===== src/rtl/mtag_pkg.sv =====
package mtag_pkg;

    localparam int TAG_W      = 4;
    localparam int GRAN_LG    = 4;
    localparam int PTR_W      = 64;
    localparam int KEY_LSB    = 56;
    localparam int SIZE_W     = 3;
    localparam int MAX_SIZE_LG = GRAN_LG;

    typedef logic [TAG_W-1:0] tag_t;

    typedef struct packed {
        logic valid;
        logic err;
        logic perform;
        logic write;
    } rsp_t;

    function automatic tag_t key_of(input logic [PTR_W-1:0] p);
        return p[KEY_LSB +: TAG_W];
    endfunction

    // Byte span minus one of an access of 2**size_lg bytes, capped at one granule.
    function automatic logic [GRAN_LG:0] span_m1(input logic [SIZE_W-1:0] size_lg);
        logic [GRAN_LG:0] s;
        if (int'(size_lg) >= MAX_SIZE_LG)
            s = (GRAN_LG+1)'((1 << MAX_SIZE_LG) - 1);
        else
            s = (GRAN_LG+1)'((1 << size_lg) - 1);
        return s;
    endfunction

endpackage


===== src/rtl/mtag_tag_store.sv =====
module mtag_tag_store
    import mtag_pkg::*;
#(
    parameter int GIDX_W = 6
) (
    input  logic              clk,
    input  logic              rst,
    input  logic              set_valid,
    input  logic [GIDX_W-1:0] set_gran,
    input  logic [GIDX_W:0]   set_count,
    input  tag_t              set_tag,
    output logic              busy,
    input  logic [GIDX_W-1:0] rd_idx_lo,
    input  logic [GIDX_W-1:0] rd_idx_hi,
    output tag_t              rd_tag_lo,
    output tag_t              rd_tag_hi
);
    localparam int NGRAN = 1 << GIDX_W;

    tag_t              tags [NGRAN];
    logic [GIDX_W:0]   remain;
    logic [GIDX_W-1:0] wr_idx;
    tag_t              wr_tag;

    assign busy      = (remain != '0);
    assign rd_tag_lo = tags[rd_idx_lo];
    assign rd_tag_hi = tags[rd_idx_hi];

    always_ff @(posedge clk) begin
        if (rst) begin
            remain <= '0;
            wr_idx <= '0;
            wr_tag <= '0;
        end else if (busy) begin
            wr_idx <= wr_idx + 1'b1;
            remain <= remain - 1'b1;
        end else if (set_valid) begin
            remain <= set_count;
            wr_idx <= set_gran;
            wr_tag <= set_tag;
        end
    end

    always_ff @(posedge clk) begin
        if (rst) begin
            for (int i = 0; i < NGRAN; i++) tags[i] <= '0;
        end else if (busy) begin
            tags[wr_idx] <= wr_tag;
        end
    end

endmodule


===== src/rtl/mtag_compare.sv =====
module mtag_compare
    import mtag_pkg::*;
#(
    parameter int GIDX_W = 6
) (
    input  logic [GIDX_W+GRAN_LG-1:0] addr_lo,
    input  logic [SIZE_W-1:0]         size_lg,
    input  tag_t                      key,
    input  tag_t                      tag_lo,
    input  tag_t                      tag_hi,
    output logic [GIDX_W-1:0]         idx_lo,
    output logic [GIDX_W-1:0]         idx_hi,
    output logic                      mismatch
);
    localparam int AW = GIDX_W + GRAN_LG;

    logic [AW-1:0] last_byte;

    always_comb begin
        last_byte = addr_lo + AW'(span_m1(size_lg));
        idx_lo    = addr_lo[GRAN_LG +: GIDX_W];
        idx_hi    = last_byte[GRAN_LG +: GIDX_W];
        mismatch  = (tag_lo != key) || (tag_hi != key);
    end

endmodule


===== src/rtl/mtag_fault_log.sv =====
module mtag_fault_log
    import mtag_pkg::*;
(
    input  logic             clk,
    input  logic             rst,
    input  logic             fault_evt,
    input  logic [PTR_W-1:0] fault_ptr,
    input  logic             clear,
    output logic             stat_fault,
    output logic [PTR_W-1:0] stat_addr
);
    always_ff @(posedge clk) begin
        if (rst) begin
            stat_fault <= 1'b0;
            stat_addr  <= '0;
        end else if (fault_evt) begin
            stat_fault <= 1'b1;
            if (!stat_fault || clear) stat_addr <= fault_ptr;
        end else if (clear) begin
            stat_fault <= 1'b0;
            stat_addr  <= '0;
        end
    end

endmodule


===== src/rtl/mtag_unit.sv =====
module mtag_unit
    import mtag_pkg::*;
#(
    parameter int GIDX_W = 6
) (
    input  logic              clk,
    input  logic              rst,
    input  logic              set_valid,
    input  logic [GIDX_W-1:0] set_gran,
    input  logic [GIDX_W:0]   set_count,
    input  logic [3:0]        set_tag,
    output logic              busy,
    input  logic              acc_valid,
    input  logic [63:0]       acc_ptr,
    input  logic [2:0]        acc_size,
    input  logic              acc_write,
    output logic              acc_ready,
    input  logic              mode_async,
    output logic              rsp_valid,
    output logic              rsp_err,
    output logic              rsp_perform,
    output logic              rsp_write,
    input  logic              stat_clear,
    output logic              stat_fault,
    output logic [63:0]       stat_addr
);
    logic [GIDX_W-1:0] idx_lo, idx_hi;
    tag_t              tag_lo, tag_hi;
    logic              mismatch, accept, blocked;
    rsp_t              rsp_q;

    mtag_tag_store #(.GIDX_W(GIDX_W)) u_store (
        .clk       (clk),
        .rst       (rst),
        .set_valid (set_valid),
        .set_gran  (set_gran),
        .set_count (set_count),
        .set_tag   (set_tag),
        .busy      (busy),
        .rd_idx_lo (idx_lo),
        .rd_idx_hi (idx_hi),
        .rd_tag_lo (tag_lo),
        .rd_tag_hi (tag_hi)
    );

    mtag_compare #(.GIDX_W(GIDX_W)) u_cmp (
        .addr_lo  (acc_ptr[GIDX_W+GRAN_LG-1:0]),
        .size_lg  (acc_size),
        .key      (key_of(acc_ptr)),
        .tag_lo   (tag_lo),
        .tag_hi   (tag_hi),
        .idx_lo   (idx_lo),
        .idx_hi   (idx_hi),
        .mismatch (mismatch)
    );

    assign acc_ready = !busy;
    assign accept    = acc_valid && acc_ready;
    assign blocked   = mismatch && !mode_async;

    mtag_fault_log u_log (
        .clk        (clk),
        .rst        (rst),
        .fault_evt  (accept && mismatch && mode_async),
        .fault_ptr  (acc_ptr),
        .clear      (stat_clear),
        .stat_fault (stat_fault),
        .stat_addr  (stat_addr)
    );

    always_ff @(posedge clk) begin
        if (rst) begin
            rsp_q <= '0;
        end else begin
            rsp_q.valid   <= accept;
            rsp_q.err     <= accept && blocked;
            rsp_q.perform <= accept && !blocked;
            rsp_q.write   <= accept && acc_write;
        end
    end

    assign rsp_valid   = rsp_q.valid;
    assign rsp_err     = rsp_q.err;
    assign rsp_perform = rsp_q.perform;
    assign rsp_write   = rsp_q.write;

endmodule


===== config.mk =====
export PLATFORM = sky130hd
export DESIGN_NAME = mtag_unit
export DESIGN_NICKNAME = d
export VERILOG_FILES = /design/src/rtl/mtag_pkg.sv /design/src/rtl/mtag_tag_store.sv /design/src/rtl/mtag_compare.sv /design/src/rtl/mtag_fault_log.sv /design/src/rtl/mtag_unit.sv
export SDC_FILE = /design/constraint.sdc
export NUM_CORES = 1
export LEC_CHECK = 0
export ABC_AREA = 0
export BUFFER_PORTS_ARGS = -buffer_cell sky130_fd_sc_hd__buf_2
export CAP_MARGIN = 20
export CORE_ASPECT_RATIO = 1.25
export CORE_UTILIZATION = 40
export CTS_CLUSTER_SIZE = 25
export DETAILED_ROUTE_END_ITERATION = 10
export PLACE_DENSITY = 0.6
export REMOVE_ABC_BUFFERS = 1
export SYNTH_ARGS = -nofsm -noshare
export SYNTH_HDL_FRONTEND = slang
export SYNTH_SLANG_ARGS = --single-unit

===== constraint.sdc =====
create_clock -name clk -period 5.5 [get_ports clk]
set_input_delay 1.1 -clock clk [delete_from_list [all_inputs] [get_ports clk]]
set_output_delay 1.1 -clock clk [all_outputs]
set_load 0.005 [all_outputs]

==> flow_metrics.tcl, run 1 <==
set metrics [dict create \
    setup_violations 0 \
    core_area_um2 45280 \
    port-buffer-count 161 \
    worst_slew_margin_rel_pct 20.14 \
    critical_path.top_delay_family "compound AO/OA/AOI/OAI gates" \
    final_cells 2306 \
    row_count 87 \
    critPathArrivalTime_ns 5.62 \
    max-cap-violations 0 \
    postSynthCellCount 1554 \
    final_antenna_net_count 0 \
    die_height_um 242.2 \
    async_reset_ff_share_pct 0 \
    cts-hold-fix-buffers 0 \
    worst_ep_required_time_ns 6.00 \
    worstPathBufferInverterCount 4 \
    detailed_place_hpwl_um 43080 \
    yosys_warnings 0 \
    synth_top_area_share_pct 41.63 \
    share_seq_of_total_power_pct 41.1 \
    rr_worst_depth 11 \
    detailedRoute.firstPassIterationCount 5 \
    crit_path_end_kind "register" \
    synth_top_cell_by_area "sky130_fd_sc_hd__edfxtp_1" \
    die_area_um2 47030 \
    power.share.clock_pct 35.6 \
    syn_to_final_growth_pct 16.53 \
    worst_path_most_repeated_cell "sky130_fd_sc_hd__buf_12" \
    worstReg2RegEnd "u_log.stat_addr[63]$_SDFFE_PP0P_" \
    timing.final.max_slew_violations 0 \
    clkSlewWorstSetupHoldPaths_ns 0.06 \
    fill_cells 4128 \
    max-vdd-ir-drop_mv 0.4272 \
    crit_fanout 64 \
    route.detailed.wl_per_inst_um 26.10 \
    setup_slack_ns 0.3809 \
    slowest_cell_delay_on_critical_path_ns 0.59 \
    fmax_ghz 0.1953 \
    synth_area_per_cell_um2 11.88 \
    via_count_of_the_first_global_routing_pass 13893 \
    clock_sinks 342 \
    top_level_ports 162 \
    fin_crit_share_pct 93.07 \
    cell_area_synth_um2 18460 \
    crit_slowest_cell "sky130_fd_sc_hd__a2111oi_0" \
    synth_enable_flop_cells 256 \
    die-width_um 194.2 \
    cts_max_path_buffers 3 \
    timing.hold.ws_ns 0.4517 \
    worstSetupStartpointType "input port" \
    cell_internal_pwr_mw 5.185 \
    cts_tree "built" \
    worstMarginPinSlew_ns 1.197 \
    first_iter_violations 1250 \
    powerDensity_nw_per_um2 349.8 \
    routabilityCongestion 1.003 \
    grt_start_max_net_pins 65 \
    layout-drive-gt1-share_pct 27.74 \
    holdCritStartpoint "u_store.wr_tag[2]$_SDFFE_PP0P_" \
    leakage_nw 8.661 \
    htree_levels 2 \
    netlist_top_cells_area "sky130_fd_sc_hd__edfxtp_1 (42%), sky130_fd_sc_hd__mux4_2 (10%), sky130_fd_sc_hd__dfxtp_1 (9.3%)" \
    antenna_found_initial 1 \
    power.share.switching_pct 31.11 \
    layout.cells.most_common "sky130_fd_sc_hd__edfxtp_1" \
    setup.reg_to_reg.worst_slack_ns 1.86 \
    status "completed" \
    clockRootBuffer "sky130_fd_sc_hd__clkbuf_16" \
    grt_setup_unrepaired "no" \
    sequence_of_cells_on_the_critical_path "buf_2 -> or2_2 -> ha_1 -> or4_4 -> a32oi_1 -> nand2_2 -> buf_12 -> a2111oi_0 -> nor4_1 -> buf_4 -> o221ai_1 -> o32ai_2 -> xnor2_1 -> o2111a_2 -> a2111oi_4 -> buf_12 -> a22o_1" \
    path_class "input port to register" \
    post_drt_via_cell_ratio 6.104 \
    drc_errors 0 \
    grt_overflow_total 0 \
    fin_crit_ns 5.119 \
    grt_pass1_wl_um 90260 \
    numPlacedInstances 2237 \
    min_delay_worst_endpoint "u_store.wr_tag[2]$_SDFFE_PP0P_" \
    synth_seq_area_share_pct 50.96 \
    groute.usage.overall_pct 25.70 \
    whs_path_depth 2 \
    vias 14075 \
    synth-seq-cells 342 \
    rr_startpoint "u_store.tags[20][1]$_SDFFCE_PN0P_" \
    power_switching_mw 2.341 \
    hold_class "register to register" \
    worst_skew_pair.late_latency_ns 0.57 \
    post_cts.resized_instances 0 \
    hold_viol 0 \
    post_cts_setup_repair_bufs 0 \
    ys_dominant_reg_cell "sky130_fd_sc_hd__edfxtp_1" \
    power_frac_comb_pct 23.3 \
    drt-total-wl_um 60180 \
    synthDistinctLibCells 79 \
    start_util_pct 40.77 \
    layout.nets 1796 \
    fin_worst_skew_ns 0.01581 \
    final_cell_mix "sky130_fd_sc_hd__edfxtp_1 (256), sky130_fd_sc_hd__and2_1 (178), sky130_fd_sc_hd__buf_2 (158)" \
    dp_slack_ns -0.07676 \
    tritoncts.num_buffers 38 \
]
[cell type report]
class | instances | area (um^2) | area share [%]
timing repair buffer | 250 | 1619 | 7.525
antenna | 1 | 2.502 | 0.01163
tap | 578 | 723.2 | 3.361
sequential | 342 | 9414 | 43.75
clock buffer | 50 | 1112 | 5.170
inverter | 21 | 78.83 | 0.3663
multi-input combinational | 1046 | 8362 | 38.86
clock inverter | 18 | 205.2 | 0.9537
[flip-flops by register name (all words and copies together), names as in the netlist]
register / cells
rsp_err: 1
u_log.stat_addr: 64
u_store.tags: 256
u_store.remain: 7
rsp_write: 1
u_log.stat_fault: 1
rsp_valid: 1
u_store.wr_idx: 6
rsp_perform: 1
u_store.wr_tag: 4
[power groups by stage]
stage	clock network [mW]	logic [mW]	registers, mW
6_report	2.68	1.75	3.09
5_1_grt	2.82	1.86	3.11
4_1_cts	2.73	1.74	3.09
3_5_place_dp	0	1.73	3.14
3_3_place_gp	0	1.71	3.13
2_1_floorplan	0	0.877	3.10
[stage by stage]
| stage | util [%] | setup TNS [ns] | total power [mW] | area, um^2 |
|---|---|---|---|---|
| 6_report | 47.52 | 0 | 7.526 | 21520 |
| 5_1_grt | 47.52 | 0 | 7.789 | 21520 |
| 4_1_cts | 47.51 | 0 | 7.558 | 21510 |
| 3_5_place_dp | 44.60 | -3.331 | 4.873 | 20200 |
| 3_3_place_gp | 44.58 | -1.469 | 4.841 | 20190 |
| 2_1_floorplan | - | -225.91 | 3.982 | 17770 |
[worst min-delay path: stages, from the launching register on]
cell and delay [ns]:
sky130_fd_sc_hd__dfxtp_2 0.31, sky130_fd_sc_hd__nand2_1 0.05, sky130_fd_sc_hd__a21oi_1 0.05
[how the worst max path moves through the flow]
stage | slack (ns) | endpoint | start | cells past startpoint
after floorplan | -3.44 | u_log.stat_addr[0]$_SDFFE_PP0P_ | acc_size[1] | 13
after global routing | 0.16 | u_log.stat_addr[14]$_SDFFE_PP0P_ | acc_size[1] | 17
after CTS | 0.48 | u_log.stat_addr[11]$_SDFFE_PP0P_ | acc_size[1] | 18
after global placement | -0.03 | u_log.stat_addr[27]$_SDFFE_PP0P_ | acc_size[1] | 17
after detailed placement | -0.08 | u_log.stat_addr[11]$_SDFFE_PP0P_ | acc_size[1] | 18
final | 0.38 | u_log.stat_addr[63]$_SDFFE_PP0P_ | acc_size[1] | 17
[cell families after synthesis]
kind of cell / synth area share, %
AO/OA/AOI/OAI: 11.90
XOR/XNOR: 0.5218
adder cells (fa/ha/maj): 0.4066
buffers and inverters: 4.168
flip-flops: 50.96
multiplexers: 13.58
other: 0.02031
AND/OR/NAND/NOR: 18.45
[cells in the mapped netlist, types with 4 or more instances]
master	number
sky130_fd_sc_hd__buf_4	8
sky130_fd_sc_hd__o21ai_0	13
sky130_fd_sc_hd__buf_1	10
sky130_fd_sc_hd__and2_1	178
sky130_fd_sc_hd__a211oi_1	34
sky130_fd_sc_hd__a31oi_1	11
sky130_fd_sc_hd__dfxtp_1	86
sky130_fd_sc_hd__a311o_1	4
sky130_fd_sc_hd__a21o_1	25
sky130_fd_sc_hd__nor4_1	11
sky130_fd_sc_hd__mux4_1	6
sky130_fd_sc_hd__a2111oi_0	24
sky130_fd_sc_hd__nor2_1	58
sky130_fd_sc_hd__nor3_1	19
sky130_fd_sc_hd__or3_1	4
sky130_fd_sc_hd__o2111ai_1	5
sky130_fd_sc_hd__xnor2_1	8
sky130_fd_sc_hd__nor3b_1	4
sky130_fd_sc_hd__nor2b_1	6
sky130_fd_sc_hd__a22oi_1	4
sky130_fd_sc_hd__nand3_1	25
sky130_fd_sc_hd__o22ai_1	4
sky130_fd_sc_hd__a211o_1	4
sky130_fd_sc_hd__edfxtp_1	256
sky130_fd_sc_hd__mux2_2	4
sky130_fd_sc_hd__buf_2	17
sky130_fd_sc_hd__and3_1	113
sky130_fd_sc_hd__buf_6	9
sky130_fd_sc_hd__mux2i_1	39
sky130_fd_sc_hd__clkbuf_1	99
sky130_fd_sc_hd__a21oi_1	30
sky130_fd_sc_hd__nor2_2	4
sky130_fd_sc_hd__ha_1	6
sky130_fd_sc_hd__a22o_1	67
sky130_fd_sc_hd__mux4_2	85
sky130_fd_sc_hd__a32oi_1	15
sky130_fd_sc_hd__nand2_1	121
sky130_fd_sc_hd__nand4_1	4
sky130_fd_sc_hd__o221ai_1	5
sky130_fd_sc_hd__inv_1	21
sky130_fd_sc_hd__or2_2	49
[per-layer routing]
layer | part of all wire [%] | GRT usage (%)
met2 | 47 | 41.64
met3 | 7.5 | 5.040
met1 | 39 | 31.92
met5 | 0 | 0
met4 | 6.0 | 15.06
Power figures use the tool's default switching activity.
==> run 2, diff against run 1 <==
- clock period: 5.5 -> 4.9 ns (I/O delays scaled with it)
==> run 2 against run 1 <==
Effect of this change: final cell count is 2.8% higher; wire length rose by 2.8%; die area unchanged; sequential cell count unchanged; sequential share of layout area fell by 1.2 points; largest cell class unchanged; worst setup slack lost 0.29 ns; critical endpoint is now u_log.stat_addr[19]$_SDFFE_PP0P_.
==> flow_metrics.tcl, run 2 (same netlist as run 1, synthesis figures left out) <==
set metrics [dict create \
    leakage_nw 8.983 \
    antenna_cells_inserted 0 \
    status "completed" \
    grt_start_max_net_pins 65 \
    final_antenna_net_count 0 \
    rr_startpoint "u_store.tags[22][1]$_SDFFCE_PN0P_" \
    htree_levels 2 \
    setup_violations 0 \
    cell_internal_pwr_mw 5.744 \
    groute.usage.overall_pct 25.77 \
    fin_setup_tns_ns 0 \
    holdCritStartpoint "u_log.stat_addr[26]$_SDFFE_PP0P_" \
    first_iter_violations 1303 \
    layout.nets 1861 \
    worstSetupStartpointType "input port" \
    via_count_of_the_first_global_routing_pass 13974 \
    critPathArrivalTime_ns 5.25 \
    powerDensity_nw_per_um2 379.7 \
    layout.cells.most_common "sky130_fd_sc_hd__edfxtp_1" \
    fmax_ghz 0.2080 \
    antenna_found_initial 0 \
    power.share.switching_pct 31.60 \
    start_util_pct 40.77 \
    numPlacedInstances 2296 \
    clockRootBuffer "sky130_fd_sc_hd__clkbuf_16" \
    share_seq_of_total_power_pct 41.9 \
    detailed_place_hpwl_um 44460 \
    hold_viol 0 \
    worst_skew_pair.late_latency_ns 0.58 \
    cts_tree "built" \
    fin_crit_share_pct 98.11 \
    fin_worst_skew_ns 0.02786 \
    top_register "u_store.tags" \
    max-cap-violations 0 \
    routabilityCongestion 0.9615 \
    largestRegisters "u_store.tags x256, u_log.stat_addr x64, u_store.remain x7" \
    tritoncts.num_buffers 38 \
    syn_to_final_growth_pct 19.79 \
    largest_register_ff_count 256 \
    die_area_um2 47030 \
    core_area_um2 45280 \
    detailedRoute.firstPassIterationCount 6 \
    port-buffer-count 161 \
    worst_setup_path_startpoint "acc_size[1]" \
    max-vdd-ir-drop_mv 0.2945 \
    hold_class "register to register" \
    worst_slew_margin_rel_pct 34.06 \
    drt-total-wl_um 61860 \
    grt_overflow_total 0 \
    power.share.clock_pct 33.4 \
    clock_sinks 342 \
    die_height_um 242.2 \
    power_frac_comb_pct 24.8 \
    power_switching_mw 2.654 \
    clkSlewWorstSetupHoldPaths_ns 0.06 \
    layout-drive-gt1-share_pct 30.62 \
    die-width_um 194.2 \
    timing.final.max_slew_violations 0 \
    row_count 87 \
    cts_max_path_buffers 3 \
    worstMarginPinSlew_ns 0.9890 \
    crit_fanout 16 \
    crit_path_end_kind "register" \
    final_cell_mix "sky130_fd_sc_hd__edfxtp_1 (256), sky130_fd_sc_hd__and2_1 (178), sky130_fd_sc_hd__buf_2 (158)" \
    final_cells 2371 \
    path_class "input port to register" \
    timing.hold.ws_ns 0.4694 \
    post_drt_via_cell_ratio 6.078 \
    vias 14411 \
    fin_crit_ns 4.807 \
    drc_errors 0 \
    worst_ep_required_time_ns 5.35 \
    grt_pass1_wl_um 90130 \
    route.detailed.wl_per_inst_um 26.09 \
    top_level_ports 162 \
]
-- run 2: worst paths after layout --
kind                                       to  slack, ns  cells past startpoint
min          u_log.stat_addr[26]$_SDFFE_PP0P_       0.47                      1
min reg2reg  u_log.stat_addr[26]$_SDFFE_PP0P_       0.47                      1
max reg2reg  u_log.stat_addr[19]$_SDFFE_PP0P_       1.22                     12
max          u_log.stat_addr[19]$_SDFFE_PP0P_       0.09                     17
-- run 2: per-stage QoR --
stage	worst slack (ns)	util (%)	power (mW)	cell area (um^2)
2_1_floorplan	-3.921	-	4.470	17770
3_3_place_gp	-0.4291	45.76	5.554	20720
3_5_place_dp	-0.4702	45.77	5.582	20730
4_1_cts	0.1083	48.45	8.370	21940
5_1_grt	-0.06354	48.84	8.687	22120
6_report	0.09250	48.84	8.398	22120
-- run 2: layer usage --
metal	part of all wire, %	wire length [um]	vias to the layer above	track usage, %
met5	0	0	-	0
met4	4.7	2933	0	12.21
met3	7.1	4414	155	4.190
met2	49	30460	750	44.18
met1	39	24060	7145	31.62
li1	-	-	6361	-
-- run 2: power by group through the flow --
stage | Clock [mW] | Combinational [mW] | Sequential (mW)
4_1_cts | 2.84 | 2.02 | 3.51
5_1_grt | 2.95 | 2.20 | 3.54
3_5_place_dp | 0 | 2.01 | 3.57
6_report | 2.80 | 2.08 | 3.52
3_3_place_gp | 0 | 1.99 | 3.57
2_1_floorplan | 0 | 0.985 | 3.49
-- run 2: area by class of cell --
| cell class | count | area, um^2 |
|---|---|---|
| sequential | 342 | 9414 |
| fill | 3996 | 23170 |
| inverter | 21 | 78.83 |
| tap | 578 | 723.2 |
| clock buffer | 51 | 1094 |
| clock inverter | 18 | 117.6 |
| multi-input combinational | 1046 | 8456 |
| timing repair buffer | 315 | 2235 |
-- run 2: critical path, stage by stage --
cell and delay (ns):
sky130_fd_sc_hd__buf_2 0.11, sky130_fd_sc_hd__or2_2 0.29, sky130_fd_sc_hd__ha_1 0.20, sky130_fd_sc_hd__or4_4 0.44, sky130_fd_sc_hd__and4_4 0.24, sky130_fd_sc_hd__a211oi_4 0.22, sky130_fd_sc_hd__buf_12 0.18, sky130_fd_sc_hd__mux4_1 0.54
sky130_fd_sc_hd__mux2i_1 0.33, sky130_fd_sc_hd__o22ai_1 0.15, sky130_fd_sc_hd__or4_1 0.48, sky130_fd_sc_hd__o2111ai_1 0.11, sky130_fd_sc_hd__o2111a_2 0.31, sky130_fd_sc_hd__a2111oi_4 0.10, sky130_fd_sc_hd__buf_4 0.19, sky130_fd_sc_hd__buf_6 0.17
sky130_fd_sc_hd__a22o_1 0.19
-- run 2: what timing repair did --
| action | in CTS | in global routing |
|---|---|---|
| gates resized for setup | 0 | 25 |
| setup endpoints to repair | 0 | 64 |
| setup buffers | 0 | 1 |
| hold buffers | 0 | 0 |
